$ cat config.mk
export PLATFORM = sky130hd
export DESIGN_NAME = trace_line_fill
export DESIGN_NICKNAME = d
export VERILOG_FILES = /design/src/rtl/tfill_pkg.sv /design/src/rtl/tfill_datapath.sv /design/src/rtl/tfill_control.sv /design/src/rtl/trace_line_fill.sv
export SDC_FILE = /design/constraint.sdc
export NUM_CORES = 2
export LEC_CHECK = 0
export ABC_CLOCK_PERIOD_IN_PS = 10000
export BUFFER_PORTS_ARGS = -buffer_cell sky130_fd_sc_hd__buf_2
export CORE_AREA = 2 2 492 494
export CTS_BUF_LIST = sky130_fd_sc_hd__clkbuf_8
export DETAILED_ROUTE_END_ITERATION = 7
export DIE_AREA = 0 0 494 496
export GPL_TIMING_DRIVEN = 0
export RECOVER_POWER = 100
export SLEW_MARGIN = 20
export SYNTH_ARGS = -nofsm -noshare
export SYNTH_HDL_FRONTEND = slang
export SYNTH_SLANG_ARGS = --single-unit
$ cat constraint.sdc
create_clock -name clk -period 10 [get_ports clk]
set_input_delay 2 -clock clk [delete_from_list [all_inputs] [get_ports clk]]
set_output_delay 2 -clock clk [all_outputs]
set_load 0.02 [all_outputs]
$ cat src/rtl/tfill_pkg.sv
package tfill_pkg;

  typedef enum logic [1:0] {
    KIND_PLAIN  = 2'b00,
    KIND_COND   = 2'b01,
    KIND_ALWAYS = 2'b10,
    KIND_ESCAPE = 2'b11
  } instrKind_e;

  typedef enum logic [1:0] {
    ST_IDLE  = 2'b00,
    ST_FILL  = 2'b01,
    ST_WRITE = 2'b10
  } fillState_e;

  typedef struct packed {
    logic start;
    logic accept;
    logic finish;
    logic clear;
  } fillCtrl_t;

endpackage

$ cat src/rtl/tfill_datapath.sv
module tfill_datapath
  import tfill_pkg::*;
#(
  parameter int SLOTS   = 16,
  parameter int MAXBR   = 3,
  parameter int INSTR_W = 32,
  parameter int ADDR_W  = 32
) (
  input  logic                       clk,
  input  logic                       rstN,
  input  fillCtrl_t                  ctrl,
  input  logic [ADDR_W-1:0]          missAddr,
  input  logic [SLOTS*INSTR_W-1:0]   blkInstr,
  input  logic [2*SLOTS-1:0]         blkKind,
  input  logic [$clog2(SLOTS+1)-1:0] blkCount,
  input  logic [ADDR_W-1:0]          blkAddr,
  input  logic [ADDR_W-1:0]          blkTarget,
  input  logic                       blkTaken,
  output logic                       blkAbort,
  output logic                       blkCompletes,
  output logic [SLOTS*INSTR_W-1:0]   lineInstr,
  output logic [$clog2(SLOTS+1)-1:0] lineCount,
  output logic [ADDR_W-1:0]          lineTag,
  output logic [$clog2(MAXBR+1)-1:0] lineBrCount,
  output logic                       lineEndsBr,
  output logic [MAXBR-2:0]           lineFlags,
  output logic [ADDR_W-1:0]          lineTarget,
  output logic [ADDR_W-1:0]          lineFallThru
);

  localparam int CNT_W  = $clog2(SLOTS + 1);
  localparam int BR_W   = $clog2(MAXBR + 1);
  localparam int IDX_W  = $clog2(SLOTS);
  localparam int FLAG_W = MAXBR - 1;

  logic [CNT_W-1:0]  fillCnt;
  logic [BR_W-1:0]   brCnt;
  logic [ADDR_W-1:0] tagQ;
  logic [FLAG_W-1:0] flagsQ;
  logic              endsBrQ;
  logic [ADDR_W-1:0] targetQ;
  logic [ADDR_W-1:0] fallQ;

  logic [CNT_W-1:0]  room;
  logic [CNT_W-1:0]  take;
  logic [CNT_W-1:0]  sumCnt;
  logic [BR_W-1:0]   newBr;
  logic              truncated;
  logic              endBranch;
  logic              dirTaken;
  instrKind_e        lastKind;
  logic [ADDR_W-1:0] nextAddr;

  // How much of the incoming block fits behind what is already held.
  always_comb begin
    room      = CNT_W'(SLOTS) - fillCnt;
    truncated = blkCount > room;
    take      = truncated ? room : blkCount;
    sumCnt    = fillCnt + take;
    nextAddr  = blkAddr + ADDR_W'(take);
  end

  // Type of the block's last instruction selects how it closes.
  always_comb begin
    lastKind = KIND_PLAIN;
    for (int s = 0; s < SLOTS; s++) begin
      if (CNT_W'(s + 1) == blkCount) lastKind = instrKind_e'(blkKind[s*2 +: 2]);
    end
  end

  // Any unpredictable transfer among the kept slots spoils the line.
  always_comb begin
    blkAbort = 1'b0;
    for (int s = 0; s < SLOTS; s++) begin
      if ((CNT_W'(s) < take) && (instrKind_e'(blkKind[s*2 +: 2]) == KIND_ESCAPE))
        blkAbort = 1'b1;
    end
  end

  always_comb begin
    endBranch    = !truncated && ((lastKind == KIND_COND) || (lastKind == KIND_ALWAYS));
    dirTaken     = (lastKind == KIND_ALWAYS) | blkTaken;
    newBr        = brCnt + BR_W'(endBranch);
    blkCompletes = (sumCnt == CNT_W'(SLOTS)) || (newBr == BR_W'(MAXBR));
  end

  // Merge network: each slot picks its instruction from the block by offset.
  for (genvar s = 0; s < SLOTS; s++) begin : g_slot
    logic [INSTR_W-1:0] slotQ;
    logic [IDX_W-1:0]   relIdx;
    logic               slotHit;

    always_comb begin
      relIdx  = IDX_W'(CNT_W'(s) - fillCnt);
      slotHit = (CNT_W'(s) >= fillCnt) && (CNT_W'(s) < sumCnt);
    end

    always_ff @(posedge clk) begin
      if (!rstN || ctrl.clear || ctrl.start) begin
        slotQ <= '0;
      end else if (ctrl.accept && slotHit) begin
        slotQ <= blkInstr[int'(relIdx)*INSTR_W +: INSTR_W];
      end
    end

    assign lineInstr[s*INSTR_W +: INSTR_W] = slotQ;
  end

  // Counters, tag and branch mask state.
  always_ff @(posedge clk) begin
    if (!rstN || ctrl.clear) begin
      fillCnt <= '0;
      brCnt   <= '0;
      tagQ    <= '0;
      flagsQ  <= '0;
    end else if (ctrl.start) begin
      fillCnt <= '0;
      brCnt   <= '0;
      tagQ    <= missAddr;
      flagsQ  <= '0;
    end else if (ctrl.accept) begin
      fillCnt <= sumCnt;
      brCnt   <= newBr;
      if (endBranch) begin
        for (int f = 0; f < FLAG_W; f++) begin
          if (brCnt == BR_W'(f)) flagsQ[f] <= dirTaken;
        end
      end
    end
  end

  // Successor addresses are settled only by the completing block.
  always_ff @(posedge clk) begin
    if (!rstN || ctrl.clear || ctrl.start) begin
      endsBrQ <= 1'b0;
      targetQ <= '0;
      fallQ   <= '0;
    end else if (ctrl.finish) begin
      endsBrQ <= endBranch;
      fallQ   <= nextAddr;
      targetQ <= endBranch ? blkTarget : nextAddr;
    end
  end

  assign lineCount    = fillCnt;
  assign lineTag      = tagQ;
  assign lineBrCount  = brCnt;
  assign lineEndsBr   = endsBrQ;
  assign lineFlags    = flagsQ;
  assign lineTarget   = targetQ;
  assign lineFallThru = fallQ;


  fill_bound_chk: assert property (@(posedge clk) disable iff (!rstN)
    fillCnt <= CNT_W'(SLOTS));


  branch_bound_chk: assert property (@(posedge clk) disable iff (!rstN)
    brCnt <= BR_W'(MAXBR));


  append_grows_chk: assert property (@(posedge clk) disable iff (!rstN)
    ctrl.accept |=> fillCnt > $past(fillCnt));


  plain_end_target_chk: assert property (@(posedge clk) disable iff (!rstN)
    (ctrl.finish && !endBranch) |=> (targetQ == fallQ));

endmodule

$ cat src/rtl/tfill_control.sv
module tfill_control
  import tfill_pkg::*;
(
  input  logic      clk,
  input  logic      rstN,
  input  logic      flush,
  input  logic      missValid,
  input  logic      blkValid,
  input  logic      blkAbort,
  input  logic      blkCompletes,
  output fillCtrl_t ctrl,
  output logic      busy,
  output logic      wrEn
);

  fillState_e stateQ;
  fillState_e stateNext;

  always_comb begin
    stateNext = stateQ;
    unique case (stateQ)
      ST_IDLE:  if (missValid) stateNext = ST_FILL;
      ST_FILL:  if (blkValid) begin
                  if (blkAbort)          stateNext = ST_IDLE;
                  else if (blkCompletes) stateNext = ST_WRITE;
                end
      ST_WRITE: stateNext = ST_IDLE;
      default:  stateNext = ST_IDLE;
    endcase
    if (flush) stateNext = ST_IDLE;
  end

  always_ff @(posedge clk) begin
    if (!rstN) stateQ <= ST_IDLE;
    else       stateQ <= stateNext;
  end

  always_comb begin
    ctrl.start  = (stateQ == ST_IDLE) && missValid && !flush;
    ctrl.accept = (stateQ == ST_FILL) && blkValid && !blkAbort && !flush;
    ctrl.finish = ctrl.accept && blkCompletes;
    ctrl.clear  = flush || (stateQ == ST_WRITE) ||
                  ((stateQ == ST_FILL) && blkValid && blkAbort);
  end

  assign busy = (stateQ != ST_IDLE);
  assign wrEn = (stateQ == ST_WRITE);


  write_pulse_chk: assert property (@(posedge clk) disable iff (!rstN)
    wrEn |=> !wrEn);


  write_after_fill_chk: assert property (@(posedge clk) disable iff (!rstN)
    wrEn |-> ($past(stateQ) == ST_FILL));


  flush_idle_chk: assert property (@(posedge clk) disable iff (!rstN)
    flush |=> !busy);


  fill_hold_chk: assert property (@(posedge clk) disable iff (!rstN)
    ((stateQ == ST_FILL) && !blkValid && !flush) |=> (stateQ == ST_FILL));


  abort_idle_chk: assert property (@(posedge clk) disable iff (!rstN)
    ((stateQ == ST_FILL) && blkValid && blkAbort) |=> (!busy && !wrEn));

endmodule

$ cat src/rtl/trace_line_fill.sv
module trace_line_fill
  import tfill_pkg::*;
#(
  parameter int SLOTS   = 16,
  parameter int MAXBR   = 3,
  parameter int INSTR_W = 32,
  parameter int ADDR_W  = 32,
  localparam int CNT_W  = $clog2(SLOTS + 1),
  localparam int BR_W   = $clog2(MAXBR + 1)
) (
  input  logic                     clk,
  input  logic                     rstN,
  input  logic                     flush,
  input  logic                     missValid,
  input  logic [ADDR_W-1:0]        missAddr,
  input  logic                     blkValid,
  input  logic [SLOTS*INSTR_W-1:0] blkInstr,
  input  logic [2*SLOTS-1:0]       blkKind,
  input  logic [CNT_W-1:0]         blkCount,
  input  logic [ADDR_W-1:0]        blkAddr,
  input  logic [ADDR_W-1:0]        blkTarget,
  input  logic                     blkTaken,
  output logic                     busy,
  output logic                     wrEn,
  output logic [ADDR_W-1:0]        wrTag,
  output logic [SLOTS*INSTR_W-1:0] wrInstr,
  output logic [CNT_W-1:0]         wrCount,
  output logic [BR_W-1:0]          wrBrCount,
  output logic                     wrEndsBr,
  output logic [MAXBR-2:0]         wrFlags,
  output logic [ADDR_W-1:0]        wrTarget,
  output logic [ADDR_W-1:0]        wrFallThru
);

  fillCtrl_t ctrl;
  logic      blkAbort;
  logic      blkCompletes;

  tfill_control u_control (
    .clk          (clk),
    .rstN         (rstN),
    .flush        (flush),
    .missValid    (missValid),
    .blkValid     (blkValid),
    .blkAbort     (blkAbort),
    .blkCompletes (blkCompletes),
    .ctrl         (ctrl),
    .busy         (busy),
    .wrEn         (wrEn)
  );

  tfill_datapath #(
    .SLOTS   (SLOTS),
    .MAXBR   (MAXBR),
    .INSTR_W (INSTR_W),
    .ADDR_W  (ADDR_W)
  ) u_datapath (
    .clk          (clk),
    .rstN         (rstN),
    .ctrl         (ctrl),
    .missAddr     (missAddr),
    .blkInstr     (blkInstr),
    .blkKind      (blkKind),
    .blkCount     (blkCount),
    .blkAddr      (blkAddr),
    .blkTarget    (blkTarget),
    .blkTaken     (blkTaken),
    .blkAbort     (blkAbort),
    .blkCompletes (blkCompletes),
    .lineInstr    (wrInstr),
    .lineCount    (wrCount),
    .lineTag      (wrTag),
    .lineBrCount  (wrBrCount),
    .lineEndsBr   (wrEndsBr),
    .lineFlags    (wrFlags),
    .lineTarget   (wrTarget),
    .lineFallThru (wrFallThru)
  );

endmodule

==> After elaboration in Yosys (flattened, before gate mapping) <==
Index checks and enable logic that the tools add are counted.
{ "totals": {"ramBits": 0, "elab_cells": 267, "mem_bits_ro": 0, "n_memories": 0, "latchBits": 0, "output_inout_bits": 620, "reg_bits": 620} }
{ "classes": {"bitwise": 2, "muxes": 39, "n_mul": 0, "n_shift": 16, "order_cmp": 49, "eq_ne": 42, "n_reduce_logical": 74, "div": 0, "n_addsub": 20} }
{ "op_table": {"columns": ["cell", "count"], "rows": [
  ["$shiftx A512 B10 Y32", 16],
  ["$lt A4 B5 Y1 const A", 16],
  ["$logic_and A1 B1 Y1", 56],
  ["$eq A4 B5 Y1 const A", 8],
  ["$ge A4 B5 Y1 const A", 8],
  ["$lt A3 B5 Y1 const A", 8],
  ["$mux W2", 20],
  ["$eq A2 B2 Y1 const B", 19],
  ["$add A32 B5 Y32", 1],
  ["$mux W32", 1],
  ["$sub A4 B4 Y4 const A", 8],
  ["$eq A3 B5 Y1 const A", 4],
  ["$ge A3 B5 Y1 const A", 4],
  ["$lt A1 B5 Y1 const A", 4],
  ["$lt A2 B5 Y1 const A", 4],
  ["$mux W1", 16],
  ["$sub A3 B4 Y4 const A", 4],
  ["$eq A2 B5 Y1 const A", 2],
  ["$ge A1 B5 Y1 const A", 2],
  ["$ge A2 B5 Y1 const A", 2],
  ["$reduce_and A3 Y1", 3],
  ["$sub A1 B4 Y4 const A", 2],
  ["$sub A2 B4 Y4 const A", 2],
  ["$eq A2 B1 Y1 const B", 3],
  ["18 further kinds", 29]
]} }

==> Logic depth before layout (Yosys ltp) <==
{ "depth": {"ltp_word": 27, "depth_mapped": 33, "ltp_nobuf": 22} }

==> Hierarchy <==
Synthesis repeated with hierarchy kept, for this count alone.
{ "hier_totals": {"cells_unflattened": 4530, "area_unflattened_um2": 46691.0} }
{ "modules_own_cells": {"columns": ["mod", "n_inst", "seq_area_each_um2", "area_per_inst_um2", "cells_per_inst"], "rows": [
  ["tfill_datapath", 1, 12371.9, 46544.6, 4513],
  ["tfill_control", 1, 40.0, 146.4, 17]
]} }

==> Worst setup path before layout <==
No wires, ideal clock.
{ "synth_timing": {"path_kind": "register -> register", "startpoint": "register u_datapath.fillCnt[1] (netlist: u_datapath.lineCount[1])", "endpoint": "register u_datapath.g_slot[13].slotQ[10]", "required_time_ps": 9868, "slack_ps": 2720, "path_buffers": 10, "t_arrival_ps": 7147, "stages_incl_launch_ff": 31, "path_cell_list": "dfxtp_1 -> clkbuf_1 -> clkbuf_1 -> clkbuf_1 -> clkbuf_1 -> inv_1 -> ha_1 -> xnor2_1 -> inv_1 -> clkbuf_1 -> clkbuf_1 -> ha_1 -> a211oi_2 -> o221a_2 -> buf_4 -> nor3_1 -> or2_2 -> ha_1 -> inv_1 -> fa_1 -> inv_1 -> a21o_1 -> a21oi_1 -> xnor3_1 -> buf_2 -> a32o_1 -> or4_1 -> clkbuf_1 -> clkbuf_1 -> nand2_1 -> a21oi_1"} }
{ "synth_between": {"elab_chain_cells": 25} }
{ "synth_lines": {"columns": ["element", "line_no", "rtl"], "rows": [
  ["start: declaration", "tfill_datapath.sv:36", "logic [CNT_W-1:0] fillCnt;"],
  ["start signal: assignment", "tfill_datapath.sv:122", "fillCnt <= sumCnt;"],
  ["$sub A5 B5 Y5", "tfill_datapath.sv:56", "room = CNT_W'(SLOTS) - fillCnt;"],
  ["$gt A5 B5 Y1", "tfill_datapath.sv:57", "truncated = blkCount > room;"],
  ["$mux W5", "tfill_datapath.sv:58", "take = truncated ? room : blkCount;"],
  ["$lt A1 B5 Y1", "tfill_datapath.sv:75", "if ((CNT_W'(s) < take) && (instrKind_e'(blkKind[s*2 +: 2]) == KIND_ESCAPE))"],
  ["$logic_and A1 B1 Y1", "tfill_datapath.sv:75", null],
  ["$mux W1 (16 in series)", "tfill_datapath.sv:75", null],
  ["$logic_not A1 Y1 / $logic_and A1 B1 Y1 (equally long branches)", "tfill_control.sv:40, tfill_control.sv:43", null],
  ["$logic_and A1 B1 Y1 / $logic_or A1 B1 Y1 (equally long branches)", "tfill_control.sv:40, tfill_control.sv:42", null],
  ["$logic_and A1 B1 Y1 / $logic_or A1 B1 Y1 (equally long branches)", "tfill_control.sv:40, tfill_datapath.sv:99", null],
  ["$logic_and A1 B1 Y1 / $logic_or A1 B1 Y1 (equally long branches)", "tfill_datapath.sv:101, tfill_datapath.sv:99", null],
  ["end signal: assignment", "tfill_datapath.sv:102", "slotQ <= blkInstr[int'(relIdx)*INSTR_W +: INSTR_W];"],
  ["end: declaration", "tfill_datapath.sv:89", "logic [INSTR_W-1:0] slotQ;"]
]} }
Several ways; a longest one is shown, not always the timed one.
A chain may end at the register's enable or synchronous reset.

==> Worst setup path after layout <==
{ "layout_timing": {"startpoint": "register u_datapath.fillCnt[1] (netlist: u_datapath.lineCount[1])", "endpoint": "register u_datapath.g_slot[2].slotQ[17]"} }
{ "layout_between": {"elab_chain_cells": 25} }
{ "layout_lines": {"columns": ["element", "line_no"], "rows": [
  ["$sub A5 B5 Y5", "tfill_datapath.sv:56"],
  ["$gt A5 B5 Y1", "tfill_datapath.sv:57"],
  ["$mux W5", "tfill_datapath.sv:58"],
  ["$lt A1 B5 Y1", "tfill_datapath.sv:75"],
  ["$logic_and A1 B1 Y1", "tfill_datapath.sv:75"],
  ["$mux W1 (16 in series)", "tfill_datapath.sv:75"],
  ["$logic_not A1 Y1 / $logic_and A1 B1 Y1 (equally long branches)", "tfill_control.sv:40, tfill_control.sv:43"],
  ["$logic_and A1 B1 Y1 / $logic_or A1 B1 Y1 (equally long branches)", "tfill_control.sv:40, tfill_control.sv:42"],
  ["$logic_and A1 B1 Y1 / $logic_or A1 B1 Y1 (equally long branches)", "tfill_control.sv:40, tfill_datapath.sv:99"],
  ["$logic_and A1 B1 Y1 / $logic_or A1 B1 Y1 (equally long branches)", "tfill_datapath.sv:101, tfill_datapath.sv:99"],
  ["end signal: assignment", "tfill_datapath.sv:102"],
  ["end: declaration", "tfill_datapath.sv:89"]
]} }
Several ways; a longest one is shown, not always the timed one.

==> flow_summary.ini <==
[floorplanning]
coreArea_sq_um = 239600
die-area_sq_um = 245000
rows = 180
die_h_um = 496
floorplan.initialDensity_pct = 19.59
io_pins = 1271
die_w_um = 494

[logic_synthesis]
synth-edff-count = 0
synth-seq-cells = 620
syn_area_sq_um = 46940
synth_most_common_cell = nand2_1
netlist_top_cells_count = 1535 x nand2_1, 620 x dfxtp_1, 581 x mux4_2
yosysTopAreaCell = mux4_2
synth.distinct_cells = 73
synth_top_cells_by_area = mux4_2 28%, dfxtp_1 26%, nand2_1 12%
synth_top_area_share_pct = 27.88
async_flop_share_pct = 0
ys_warn_count = 0
syn_avg_cell_area_sq_um = 9.004
synth_nets = 5895
synthCells = 5213
yosysSeqAreaShare_pct = 26.44
synth_flop_cell = dfxtp_1

[run_status]
outcome = complete, but fails checks
violations = DRC

[sta]
tightest_slew_ns = 1.273
hold_viol = 0
rsz0062_at_grt = yes
setup_slack_ns = 0.04361
min_period_over_period_pct = 99.56
setup_violations = 0
slew_headroom_pct = 15.14
fmax_mhz = 100.4
holdWs_ns = 0.4489
period_minus_slack_ns = 9.956
clock_skew_ns = 0.05961
slew_viol_final = 0

[cts]
h-tree-depth = 4
clk_pin_slew_ns = 0.06
clk_latency_ns = 0.95
cts_inserted_buffers = 131
cts_tree = done
cts_root_buf = clkbuf_8
cts_max_path_buffers = 3
clock_sinks = 620
cts_hold_buf = 0

[finish]
nNetsFinal = 7315
seq_area_sq_um = 12410
area_delta_synth_final_pct = 28.74
post-route-util_pct = 25.22
fill_cells = 26850
layout-drive-gt1-share_pct = 25.82
fin_area_sq_um = 60430
multiInputGateArea_sq_um = 32550

[drt]
vias_per_cell = 5.586
routedWlPerCell_um = 43.38
dr.pass1.iters = 8
final_antenna_net_count = 0
vias = 56490
wl_mm = 438.7
drtIter0Drc = 9312
route.detailed.drc = 9

[placed_design]
dp_slack_ns = -2.130
gp_congestion = 1.120
postPlaceCellArea_sq_um = 57920
numPortBuffers = 1269
hpwl_mm = 376.1

[global_routing]
grt_max_degree = 20
first_global_vias = 51220
overflow = 0
track_usage_pct = 34.31
antenna_found_initial = 358
grt_pass1_wl_mm = 543.9

[setup_path]
critPathLaunchType = flop
worstPathRequired_ns = 10.85
cp-end-kind = flop
arrival_ns = 10.80
worstPathMaxFanout = 19
cpPeakStageDelay_ns = 0.75
cp_common_cell = inv_1
cp_slowest_cell = clkbuf_1
path_class = reg -> reg

[power]
powerDensity_nw_per_um2 = 109.8
ir_drop_uv = 81.89
p_leak_nw = 20.93
total_power_w = 0.006635

[run]
drv_cap = 0

[worst_hold_path]
hp-class = reg -> reg
[repair_timing]
item / 4_1_cts / 5_1_grt
resized for setup: 8 / 12
setup buffers: 0 / 0
setup endpoints to repair: 619 / 227
hold endpoints to repair: 0 / 0
[path summary, 6_finish.rpt]
check                                      start  slack (ns)  cells after the start                        endpoint
hold reg to reg   u_datapath.g_slot[6].slotQ[13]        0.45                      2  u_datapath.g_slot[6].slotQ[13]
setup / recovery         u_datapath.lineCount[1]        0.04                     28  u_datapath.g_slot[2].slotQ[17]
hold / removal    u_datapath.g_slot[6].slotQ[13]        0.45                      2  u_datapath.g_slot[6].slotQ[13]
setup reg to reg         u_datapath.lineCount[1]        0.04                     28  u_datapath.g_slot[2].slotQ[17]
[stage by stage]
step	cells	setup TNS [ns]
finish	10110	0
global placement	9667	-1237.50
detailed placement	9690	-999.89
floorplan	5213	0
global route	10040	0
CTS	9915	0
[where the power goes]
group | total (W) | internal [W] | switching, W
sequential | 0.00248 | 0.00247 | 0.00000236
clock | 0.00306 | 0.00163 | 0.00143
combinational | 0.00110 | 0.000373 | 0.000725
[metal layers]
metal  part of all wire, %  track usage [%]  vias up
met5                 0.097                0        -
met1                    32            35.92    27340
met2                    44            52.33     5298
met4                    11            31.54       62
met3                    13            14.37     1530
li1                      -                -    22260
[worst max-delay path: cells and delay by family (launching register included)]
kind | cells | cell delay [ns]
buf+inv | 11 | 4.12
simple gates | 6 | 1.67
fa+ha+maj | 4 | 1.42
compound gates | 5 | 1.09
xor+xnor | 2 | 0.87
flops | 1 | 0.61
[registers in the layout (all words and copies together) (netlist names)]
signal and cells:
u_datapath.lineEndsBr 1, u_datapath.lineBrCount 2, u_datapath.g_slot.slotQ 512, u_datapath.lineCount 5, u_control.stateQ 2, u_datapath.lineTag 32, u_datapath.lineFlags 2, u_datapath.lineTarget 32
u_datapath.lineFallThru 32
[logic make-up (layout without fill, tap and decap cells)]
family	Yosys count	after routing	synth area share, %
AOI/OAI and AO/OA	911	911	11.15
xor gates and xnor gates	51	51	0.9970
adders and majority gates	31	31	0.8584
buffers and inverters	523	2038	4.465
DFF	620	620	26.44
muxes	1072	1072	38.52
other	0	200	0
and+or+nand+nor	2005	2005	17.57
[cell usage in the layout, fill, tap and decap left out, drive strengths merged, types with 3 or more instances in the layout]
cell type,count
a211oi,36
a22oi,6
and4,5
or3,5
o211ai,159
o31ai,7
a21o,6
or2,3
or4,15
inv,71
mux4,581
nand3,212
buf,859
nor4,22
nor2b,4
ha,29
nand2,1535
mux2,64
o21ai,148
nand2b,3
and2,3
dfxtp,620
and3,6
clkinvlp,3
o22ai,3
a31o,3
clkinv,16
a311oi,4
bufinv,9
mux2i,427
nor3,14
xor2,18
clkbuf,1079
xnor2,32
a21oi,513
nor2,158
diode,200
nand4,11
a22o,4
[cell type report]
type | instances | area share [%]
Antenna cell | 200 | 0.8282
Clock inverter | 76 | 1.050
Clock buffer | 152 | 3.462
Multi-Input combinational cell | 4070 | 53.87
Tap cell | 3185 | 6.595
Sequential cell | 620 | 20.54
Inverter | 23 | 0.1429
Buffer | 495 | 3.501
Timing Repair Buffer | 1292 | 10.01
Power figures use the tool's default switching activity.
